File: src/rtl/timer_ctrl_pkg.sv
package timer_ctrl_pkg;

  localparam int BUS_W = 32;
  localparam int HALF_OFS = 16;
  localparam int WDT_BIT = 16;

  localparam logic [7:0] ADR_EN_WR = 8'h10;
  localparam logic [7:0] ADR_EN_SET = 8'h14;
  localparam logic [7:0] ADR_EN_CLR = 8'h18;
  localparam logic [7:0] ADR_ST_WR = 8'h1C;
  localparam logic [7:0] ADR_ST_SET = 8'h2C;
  localparam logic [7:0] ADR_ST_CLR = 8'h3C;
  localparam logic [7:0] ADR_FL_WR = 8'h20;
  localparam logic [7:0] ADR_FL_SET = 8'h24;
  localparam logic [7:0] ADR_FL_CLR = 8'h28;
  localparam logic [7:0] ADR_MK_WR = 8'h30;
  localparam logic [7:0] ADR_MK_SET = 8'h34;
  localparam logic [7:0] ADR_MK_CLR = 8'h38;
  localparam logic [7:0] ADR_STATUS = 8'hF0;

  typedef enum logic [2:0] {
    RD_NONE, RD_EN, RD_ST, RD_FL, RD_MK, RD_STATUS
  } rdSel_e;

  // one write-kind triple per control word
  typedef struct packed {
    logic wr;
    logic set;
    logic clr;
  } wrKind_t;

  typedef struct packed {
    wrKind_t en;
    wrKind_t st;
    wrKind_t fl;
    wrKind_t mk;
    rdSel_e  rdSel;
  } ctrlStrobes_t;

  function automatic logic [BUS_W-1:0] applyWrite(
    input logic [BUS_W-1:0] cur,
    input wrKind_t          kind,
    input logic [BUS_W-1:0] data
  );
    logic [BUS_W-1:0] nxt;
    nxt = kind.wr ? data : cur;
    if (kind.set) nxt = nxt | data;
    if (kind.clr) nxt = nxt & ~data;
    return nxt;
  endfunction

endpackage

File: src/rtl/timer_ctrl_decode.sv
module timer_ctrl_decode
  import timer_ctrl_pkg::*;
(
  input  logic         busWe,
  input  logic [7:0]   busAddr,
  output ctrlStrobes_t strobes
);

  always_comb begin
    strobes = '0;
    strobes.rdSel = RD_NONE;
    unique case (busAddr)
      ADR_EN_WR:  begin strobes.en.wr  = busWe; strobes.rdSel = RD_EN; end
      ADR_EN_SET: begin strobes.en.set = busWe; strobes.rdSel = RD_EN; end
      ADR_EN_CLR: begin strobes.en.clr = busWe; strobes.rdSel = RD_EN; end
      ADR_ST_WR:  begin strobes.st.wr  = busWe; strobes.rdSel = RD_ST; end
      ADR_ST_SET: begin strobes.st.set = busWe; strobes.rdSel = RD_ST; end
      ADR_ST_CLR: begin strobes.st.clr = busWe; strobes.rdSel = RD_ST; end
      ADR_FL_WR:  begin strobes.fl.wr  = busWe; strobes.rdSel = RD_FL; end
      ADR_FL_SET: begin strobes.fl.set = busWe; strobes.rdSel = RD_FL; end
      ADR_FL_CLR: begin strobes.fl.clr = busWe; strobes.rdSel = RD_FL; end
      ADR_MK_WR:  begin strobes.mk.wr  = busWe; strobes.rdSel = RD_MK; end
      ADR_MK_SET: begin strobes.mk.set = busWe; strobes.rdSel = RD_MK; end
      ADR_MK_CLR: begin strobes.mk.clr = busWe; strobes.rdSel = RD_MK; end
      ADR_STATUS: strobes.rdSel = RD_STATUS;
      default:    strobes.rdSel = RD_NONE;
    endcase
  end

endmodule

File: src/rtl/timer_ctrl_regs.sv
module timer_ctrl_regs
  import timer_ctrl_pkg::*;
#(
  parameter int NCH = 16,
  parameter int EXCL_CH = 5
) (
  input  logic             clk,
  input  logic             rstN,
  input  ctrlStrobes_t     strobes,
  input  logic [BUS_W-1:0] busWdata,
  input  logic [NCH-1:0]   fullEvt,
  input  logic [NCH-1:0]   halfEvt,
  input  logic [NCH-1:0]   clrBusy,
  input  logic [NCH-1:0]   auxStat,
  output logic [BUS_W-1:0] rdData,
  output logic [BUS_W-1:0] enWord,
  output logic [BUS_W-1:0] stWord,
  output logic [BUS_W-1:0] flWord,
  output logic [BUS_W-1:0] mkWord,
  output logic             irqOut
);

  localparam logic [BUS_W-1:0] CH_BITS = (BUS_W'(1) << NCH) - BUS_W'(1);
  localparam logic [BUS_W-1:0] EVT_BITS = CH_BITS | (CH_BITS << HALF_OFS);
  localparam logic [BUS_W-1:0] STOP_BITS = CH_BITS | (BUS_W'(1) << WDT_BIT);
  localparam logic [BUS_W-1:0] EXCL_BITS =
    (BUS_W'(1) << EXCL_CH) | (BUS_W'(1) << (EXCL_CH + HALF_OFS));
  localparam logic [BUS_W-1:0] IRQ_BITS = EVT_BITS & ~EXCL_BITS;

  logic [BUS_W-1:0] evtVec;
  assign evtVec = (BUS_W'(halfEvt) << HALF_OFS) | BUS_W'(fullEvt);

  always_ff @(posedge clk or negedge rstN) begin
    if (!rstN) begin
      enWord <= '0;
      stWord <= '0;
      flWord <= '0;
      mkWord <= '0;
      irqOut <= 1'b0;
    end else begin
      enWord <= applyWrite(enWord, strobes.en, busWdata) & CH_BITS;
      stWord <= applyWrite(stWord, strobes.st, busWdata) & STOP_BITS;
      // events are ORed after the write so they win a same-cycle clear
      flWord <= (applyWrite(flWord, strobes.fl, busWdata) | evtVec) & EVT_BITS;
      mkWord <= applyWrite(mkWord, strobes.mk, busWdata) & EVT_BITS;
      irqOut <= |(flWord & ~mkWord & IRQ_BITS);
    end
  end

  always_comb begin
    unique case (strobes.rdSel)
      RD_EN:     rdData = enWord;
      RD_ST:     rdData = stWord;
      RD_FL:     rdData = flWord;
      RD_MK:     rdData = mkWord;
      RD_STATUS: rdData = (BUS_W'(auxStat) << HALF_OFS) | BUS_W'(clrBusy);
      default:   rdData = '0;
    endcase
  end

endmodule

File: src/rtl/timer_ctrl_bank.sv
module timer_ctrl_bank
  import timer_ctrl_pkg::*;
#(
  parameter int NCH = 16,
  parameter int EXCL_CH = 5
) (
  input  logic           clk,
  input  logic           rstN,
  input  logic           busWe,
  input  logic [7:0]     busAddr,
  input  logic [31:0]    busWdata,
  output logic [31:0]    busRdata,
  input  logic [NCH-1:0] fullEvt,
  input  logic [NCH-1:0] halfEvt,
  input  logic [NCH-1:0] clrBusy,
  input  logic [NCH-1:0] auxStat,
  output logic [NCH-1:0] cntEnable,
  output logic [NCH-1:0] chStop,
  output logic           wdtStop,
  output logic           irq
);

  ctrlStrobes_t strobes;
  logic [BUS_W-1:0] enWord;
  logic [BUS_W-1:0] stWord;
  logic [BUS_W-1:0] flagQ;
  logic [BUS_W-1:0] maskQ;

  timer_ctrl_decode u_decode (
    .busWe   (busWe),
    .busAddr (busAddr),
    .strobes (strobes)
  );

  timer_ctrl_regs #(.NCH(NCH), .EXCL_CH(EXCL_CH)) u_regs (
    .clk      (clk),
    .rstN     (rstN),
    .strobes  (strobes),
    .busWdata (busWdata),
    .fullEvt  (fullEvt),
    .halfEvt  (halfEvt),
    .clrBusy  (clrBusy),
    .auxStat  (auxStat),
    .rdData   (busRdata),
    .enWord   (enWord),
    .stWord   (stWord),
    .flWord   (flagQ),
    .mkWord   (maskQ),
    .irqOut   (irq)
  );

  assign cntEnable = enWord[NCH-1:0];
  assign chStop    = stWord[NCH-1:0];
  assign wdtStop   = stWord[WDT_BIT];

endmodule

File: config.mk
export PLATFORM = sky130hd
export DESIGN_NAME = timer_ctrl_bank
export DESIGN_NICKNAME = d
export VERILOG_FILES = /design/src/rtl/timer_ctrl_pkg.sv /design/src/rtl/timer_ctrl_decode.sv /design/src/rtl/timer_ctrl_regs.sv /design/src/rtl/timer_ctrl_bank.sv
export SDC_FILE = /design/constraint.sdc
export NUM_CORES = 1
export LEC_CHECK = 0
export BUFFER_PORTS_ARGS = -buffer_cell sky130_fd_sc_hd__buf_4
export CAP_MARGIN = 20
export CELL_PAD_IN_SITES_DETAIL_PLACEMENT = 0
export CELL_PAD_IN_SITES_GLOBAL_PLACEMENT = 1
export CORE_UTILIZATION = 35
export DETAILED_ROUTE_END_ITERATION = 16
export PLACE_DENSITY_LB_ADDON = 0.1
export SLEW_MARGIN = 40
export SYNTH_ARGS = -nofsm -noshare
export SYNTH_HDL_FRONTEND = slang
export SYNTH_SLANG_ARGS = --single-unit
File: constraint.sdc
create_clock -name clk -period 4.14 [get_ports clk]
set_input_delay 0 -clock clk [delete_from_list [all_inputs] [get_ports clk]]
set_output_delay 0 -clock clk [all_outputs]
set_load 0.05 [all_outputs]
* After elaboration in Yosys (flattened, before gate mapping)
Index checks and enable logic that the tools add are counted.
Cells by class: equality and inequality tests 18, muxes and demuxes 26, bitwise operators 14, reductions and logical operators 5
Operators by type and width (count):
- $mux W32 | 6
- $pmux W32 S5 | 1
- $and A32 B32 Y32 | 3
- $or A32 B32 Y32 | 3
- $eq A8 B6 Y1 const B | 8
- $not A32 Y32 | 2
- $or A32 B16 Y32 | 2
- $mux W17 | 3
- $mux W16 | 3
- $eq A8 B5 Y1 const B | 4
- $reduce_or A30 Y1 | 1
- $and A17 B17 Y17 | 1
- $or A17 B17 Y17 | 1
- $and A16 B16 Y16 | 1
- $or A16 B16 Y16 | 1
- $pmux W3 S5 | 1
- $mux W1 | 12
- $reduce_or A3 Y1 | 4
- $eq A8 B8 Y1 const B | 1
- $eq A3 B2 Y1 const B | 2
- $eq A3 B3 Y1 const B | 2
- $eq A3 B1 Y1 const B | 1
Word-level totals: register bits 98, bits of input ports 107, output and inout port bits 66, word-level logic and storage cells 68

* Depth between registers and ports, before layout
depth in word-level cells 8, gate-level depth with buffers 7, gate-level depth less buffers 4

* By module
A second synthesis with hierarchy kept.
Unflattened totals: cells, all modules 698, area total of the unflattened synthesis 6292.3 µm²
Modules (own cells, without submodules):
- timer_ctrl_regs | times used 1, cells each 664, area each 6123.4 µm², seq. area each 2452.4 µm²
- timer_ctrl_decode | times used 1, cells each 34, area each 168.9 µm², seq. area each 0.0 µm²

* Worst setup path before layout
Ideal clock, no wire load.
path type flip-flop to output port, start register u_regs.enWord[10], end output port busRdata[10], arrival time 1.999 ns, required time 4.140 ns, slack 2.141 ns, stages on the path, launching flop included 4, path buffers 0, path through dfrtp_1 a22o_1 a22oi_1 o21ai_0
Between the ends: cells in the longest elaborated chain, start to end 1
Ends and longest elaborated chain:
- start, declared | RTL line timer_ctrl_regs.sv:16 | output logic [BUS_W-1:0] enWord,
- start signal, assigned | RTL line timer_ctrl_regs.sv:41 | enWord <= applyWrite(enWord, strobes.en, busWdata) & CH_BITS;
- $pmux W32 S5 | RTL line timer_ctrl_regs.sv:51 | unique case (strobes.rdSel)
- end, declared | RTL line timer_ctrl_bank.sv:12 | output logic [31:0] busRdata,
No other way between the ends.

* Worst setup path after layout
start input port busAddr[4], end register u_regs.flWord[28]
Between the ends: cells in the longest elaborated chain, start to end 8, elaborated cells between the ends (all ways) 12, classes of those cells eq/ne (3); mux (6); bitwise (3)
Ends and longest elaborated chain:
- start, declared | RTL line timer_ctrl_bank.sv:10 | input logic [7:0] busAddr,
- $eq A8 B6 Y1 | RTL line timer_ctrl_decode.sv:12 | unique case (busAddr)
- $mux W1 | RTL line timer_ctrl_decode.sv:12
- $mux W32 | RTL line timer_ctrl_pkg.sv:46 | nxt = kind.wr ? data : cur;
- $or A32 B32 Y32 | RTL line timer_ctrl_pkg.sv:47 | if (kind.set) nxt = nxt | data;
- $mux W32 | RTL line timer_ctrl_pkg.sv:47
- $and A32 B32 Y32 | RTL line timer_ctrl_pkg.sv:48 | if (kind.clr) nxt = nxt & ~data;
- $mux W32 * | RTL line timer_ctrl_pkg.sv:48
- $or A32 B32 Y32 * | RTL line timer_ctrl_regs.sv:44 | flWord <= (applyWrite(flWord, strobes.fl, busWdata) | evtVec) & EVT_BITS;
- end signal, assigned | RTL line timer_ctrl_regs.sv:44
- end, declared | RTL line timer_ctrl_regs.sv:18 | output logic [BUS_W-1:0] flWord,
Every way passes the cells marked *; elsewhere a longest branch is shown, timed or not.

==> metrics.md <==
| Metric | Value |
|---|---|
| Post-synth EDFFs | 0 |
| Reg area | 2450 um2 |
| Htree depth | 3 |
| Worst VDD drop | 0.175 mV |
| Synthesized cell area | 5600 um2 |
| Final period util | 56.5% |
| Worst-margin pin slew | 0.786 ns |
| Crit start category | input port |
| Area of the multi-input gates | 2760 um2 |
| Post-DP Area | 7040 um2 |
| Drt drc | 0 |
| Register bit total from synthesis | 98 |
| Overflow after GRT | 0 |
| Hold Violations, Final | 0 |
| CP max-delay cell | or4b_1 |
| Setup Crit Path Kind | input port to flop |
| Cell area after layout | 8270 um2 |
| Final core occ | 53.6% |
| Num Clock Sinks | 98 |
| Outcome | finished clean |
| HP Class | input port to async pin |
| FFs w/ async S/R, synth | 100% |
| Starting Density | 36.3% |
| Vias in the first global route | 5840 |
| Commonest cells after routing, fill and taps aside | 186 x buf_4, 98 x dfrtp_1, 97 x a21oi_1 |
| Crit-path cells | buf_4, or4b_4, or4b_1, mux2i_1, o21bai_1, dlygate4sd3_1 |
| Layout Skew | 0.00624 ns |
| CTS buffer count | 9 |
| Yosys warning count | 0 |
| Syn Area/Cell | 9.32 um2 |
| Worst-Skew Late Latency | 0.35 ns |
| All-layer global routing usage | 26.3% |
| Setup tns final | 0 ns |
| Most common flop cell mapped by yosys | dfrtp_1 |
| # IOs | 173 |
| Fin. max-slew vios | 0 |
| CP max stage delay | 0.84 ns |
| GPL Wtd Cong | 0.829 |
| Filler cells | 1478 |
| Final setup fails | 0 |
| Antenna violations before repair | 0 |
| Core Area | 15400 um2 |
| Pwr per Cell Area | 284 nW/um2 |
| WL/cell | 20.6 um |
| Post-CTS Setup Bufs | 0 |
| Height of the chip | 129 um |
| Yosys cell types | 43 |
| Buffers & Inverters on Critical Path | 2 |
| Commonest non-fill, non-tap cell in the layout | buf_4 |
| Via count | 5973 |
| Number of max-cap violations | 0 |
| Horiz. Die Dim | 129 um |
| Critical path arrival | 2.57 ns |
| Layout cells sized above 1 | 26.3% |
| RSZ-0062 raised after global routing | no |
| CTS tree | done |
| CTS max path bufs | 2 |
| Die area | 16500 um2 |
| Crit. End Element | flop |
| CP required | 4.37 ns |
| Hold Worst Slack | 0.180 ns |
| Row count | 45 |
| Minimum clock period | 2.34 ns |
| N_diodes | 0 |
| NumNets Final | 938 |
| Post-Syn Instances | 601 |
| Largest net degree at the start of global routing | 62 |
| Dpl hpwl | 14.1 mm |
| Crit Path Max Fanout | 17 |
| Syn-to-layout area delta | 47.6% |
| Post_cts resized | 0 |
| Family with the most delay on the worst path | simple AND/OR/NAND/NOR gates |
| Port Buffers | 172 |
| Final wirelength | 21.5 mm |
| Post-synthesis sequential area ratio | 43.8% |
| Fmax | 428 MHz |
| Drt via density | 5.70 |
| Slew HR | 47.6% |
| Synth Net Count | 708 |
| Root Driver | clkbuf_16 |
| Antenna Nets Post-Route | 0 |
| DRT Pass-1 Iters | 7 |
| Worst-path clk slew | 0.07 ns |
| First-pass GRT wire length | 32.9 mm |
| DRT iter0 DRCs | 525 |
| Leak Pwr | 0.00390 uW |
[cell families (layout without fill, tap and decap cells)]
logic type / Yosys count / in the layout / share of synthesized area (%)
AOI/OAI and AO/OA: 293 / 293 / 35.8
DFF: 98 / 98 / 43.8
xor gates and xnor gates: 1 / 1 / 0.156
muxes: 23 / 23 / 4.24
buffers and inverters: 104 / 339 / 7.70
and+or+nand+nor: 82 / 82 / 8.35
[cell usage after synthesis, drive strengths merged, types with 6 or more instances]
cell type / count / area share [%]
o21ai: 10 / 0.89
a22o: 10 / 1.6
clkbuf: 46 / 3.3
a222oi: 15 / 2.7
a21oi: 97 / 8.7
nor2: 44 / 2.9
o21bai: 32 / 4.3
mux2: 6 / 1.2
inv: 43 / 2.9
dfrtp: 98 / 44
o22ai: 13 / 1.5
o2bb2ai: 16 / 2.5
a22oi: 59 / 7.9
mux2i: 17 / 3.0
a221o: 7 / 1.3
a211oi: 32 / 4.3
buf: 15 / 1.5
[registers in the layout (all words and copies together), names as in the netlist]
name / flops
u_regs.stWord: 17
u_regs.mkWord: 32
u_regs.flWord: 32
u_regs.irqOut: 1
u_regs.enWord: 16
[metrics by stage]
step	worst slack, ns	power [uW]	std cells
after floorplan	2.14	1250	601
after global placement	1.78	1440	936
after detailed placement	1.92	1450	938
after CTS	1.81	2360	1046
after global routing	1.74	2440	1047
final	1.80	2350	1047
[layout make-up]
class                   instances  area share [%]
inverters                      43            1.95
flip-flops and latches         98            29.7
clock inverters                 4           0.620
multi-input cells             399            33.3
repair buffers                280            28.3
clock buffers                  12            2.98
well taps                     211            3.19
[path summary, 6_finish.rpt]
path,slack [ns],to,depth (start not counted),from
setup / recovery,1.80,u_regs.flWord[28]$_DFF_PN0_,6,busAddr[4]
hold / removal,0.18,u_regs.flWord[21]$_DFF_PN0_,2,rstN
setup reg to reg,2.78,u_regs.flWord[4]$_DFF_PN0_,3,u_regs.flWord[4]$_DFF_PN0_
hold reg to reg,0.59,u_regs.flWord[16]$_DFF_PN0_,2,u_regs.flWord[16]$_DFF_PN0_
max in group asynchronous,2.93,u_regs.mkWord[30]$_DFF_PN0_,3,rstN
min in group clk,0.36,u_regs.enWord[5]$_DFF_PN0_,5,busAddr[3]
[worst reg2reg max path: cells and delay by family (launching register included)]
kind            cells  cell delay, ns
buf+inv             1            0.56
flops               1            0.43
compound gates      2            0.25
[per-layer routing]
metal	vias to the layer above	share of wire (%)	track usage, %
met2	274	47	43.0
met5	-	0	0
met3	27	5.8	3.28
li1	2740	-	-
met4	0	2.4	9.90
met1	2932	45	35.5
[power by group]
group / internal [uW] / leakage, uW / switching [uW] / total [uW]
clock network: 486 / 0.000143 / 381 / 867
logic: 202 / 0.00257 / 260 / 462
registers: 988 / 0.00119 / 32.3 / 1020
total: 1680 / 0.00390 / 673 / 2350
[timing repair]
item | 4_1_cts | 5_1_grt
endpoints found under the hold margin | 157 | 0
setup endpoints to repair | 0 | 0
hold buffers | 92 | 0
(Power assumes the default switching activity.)
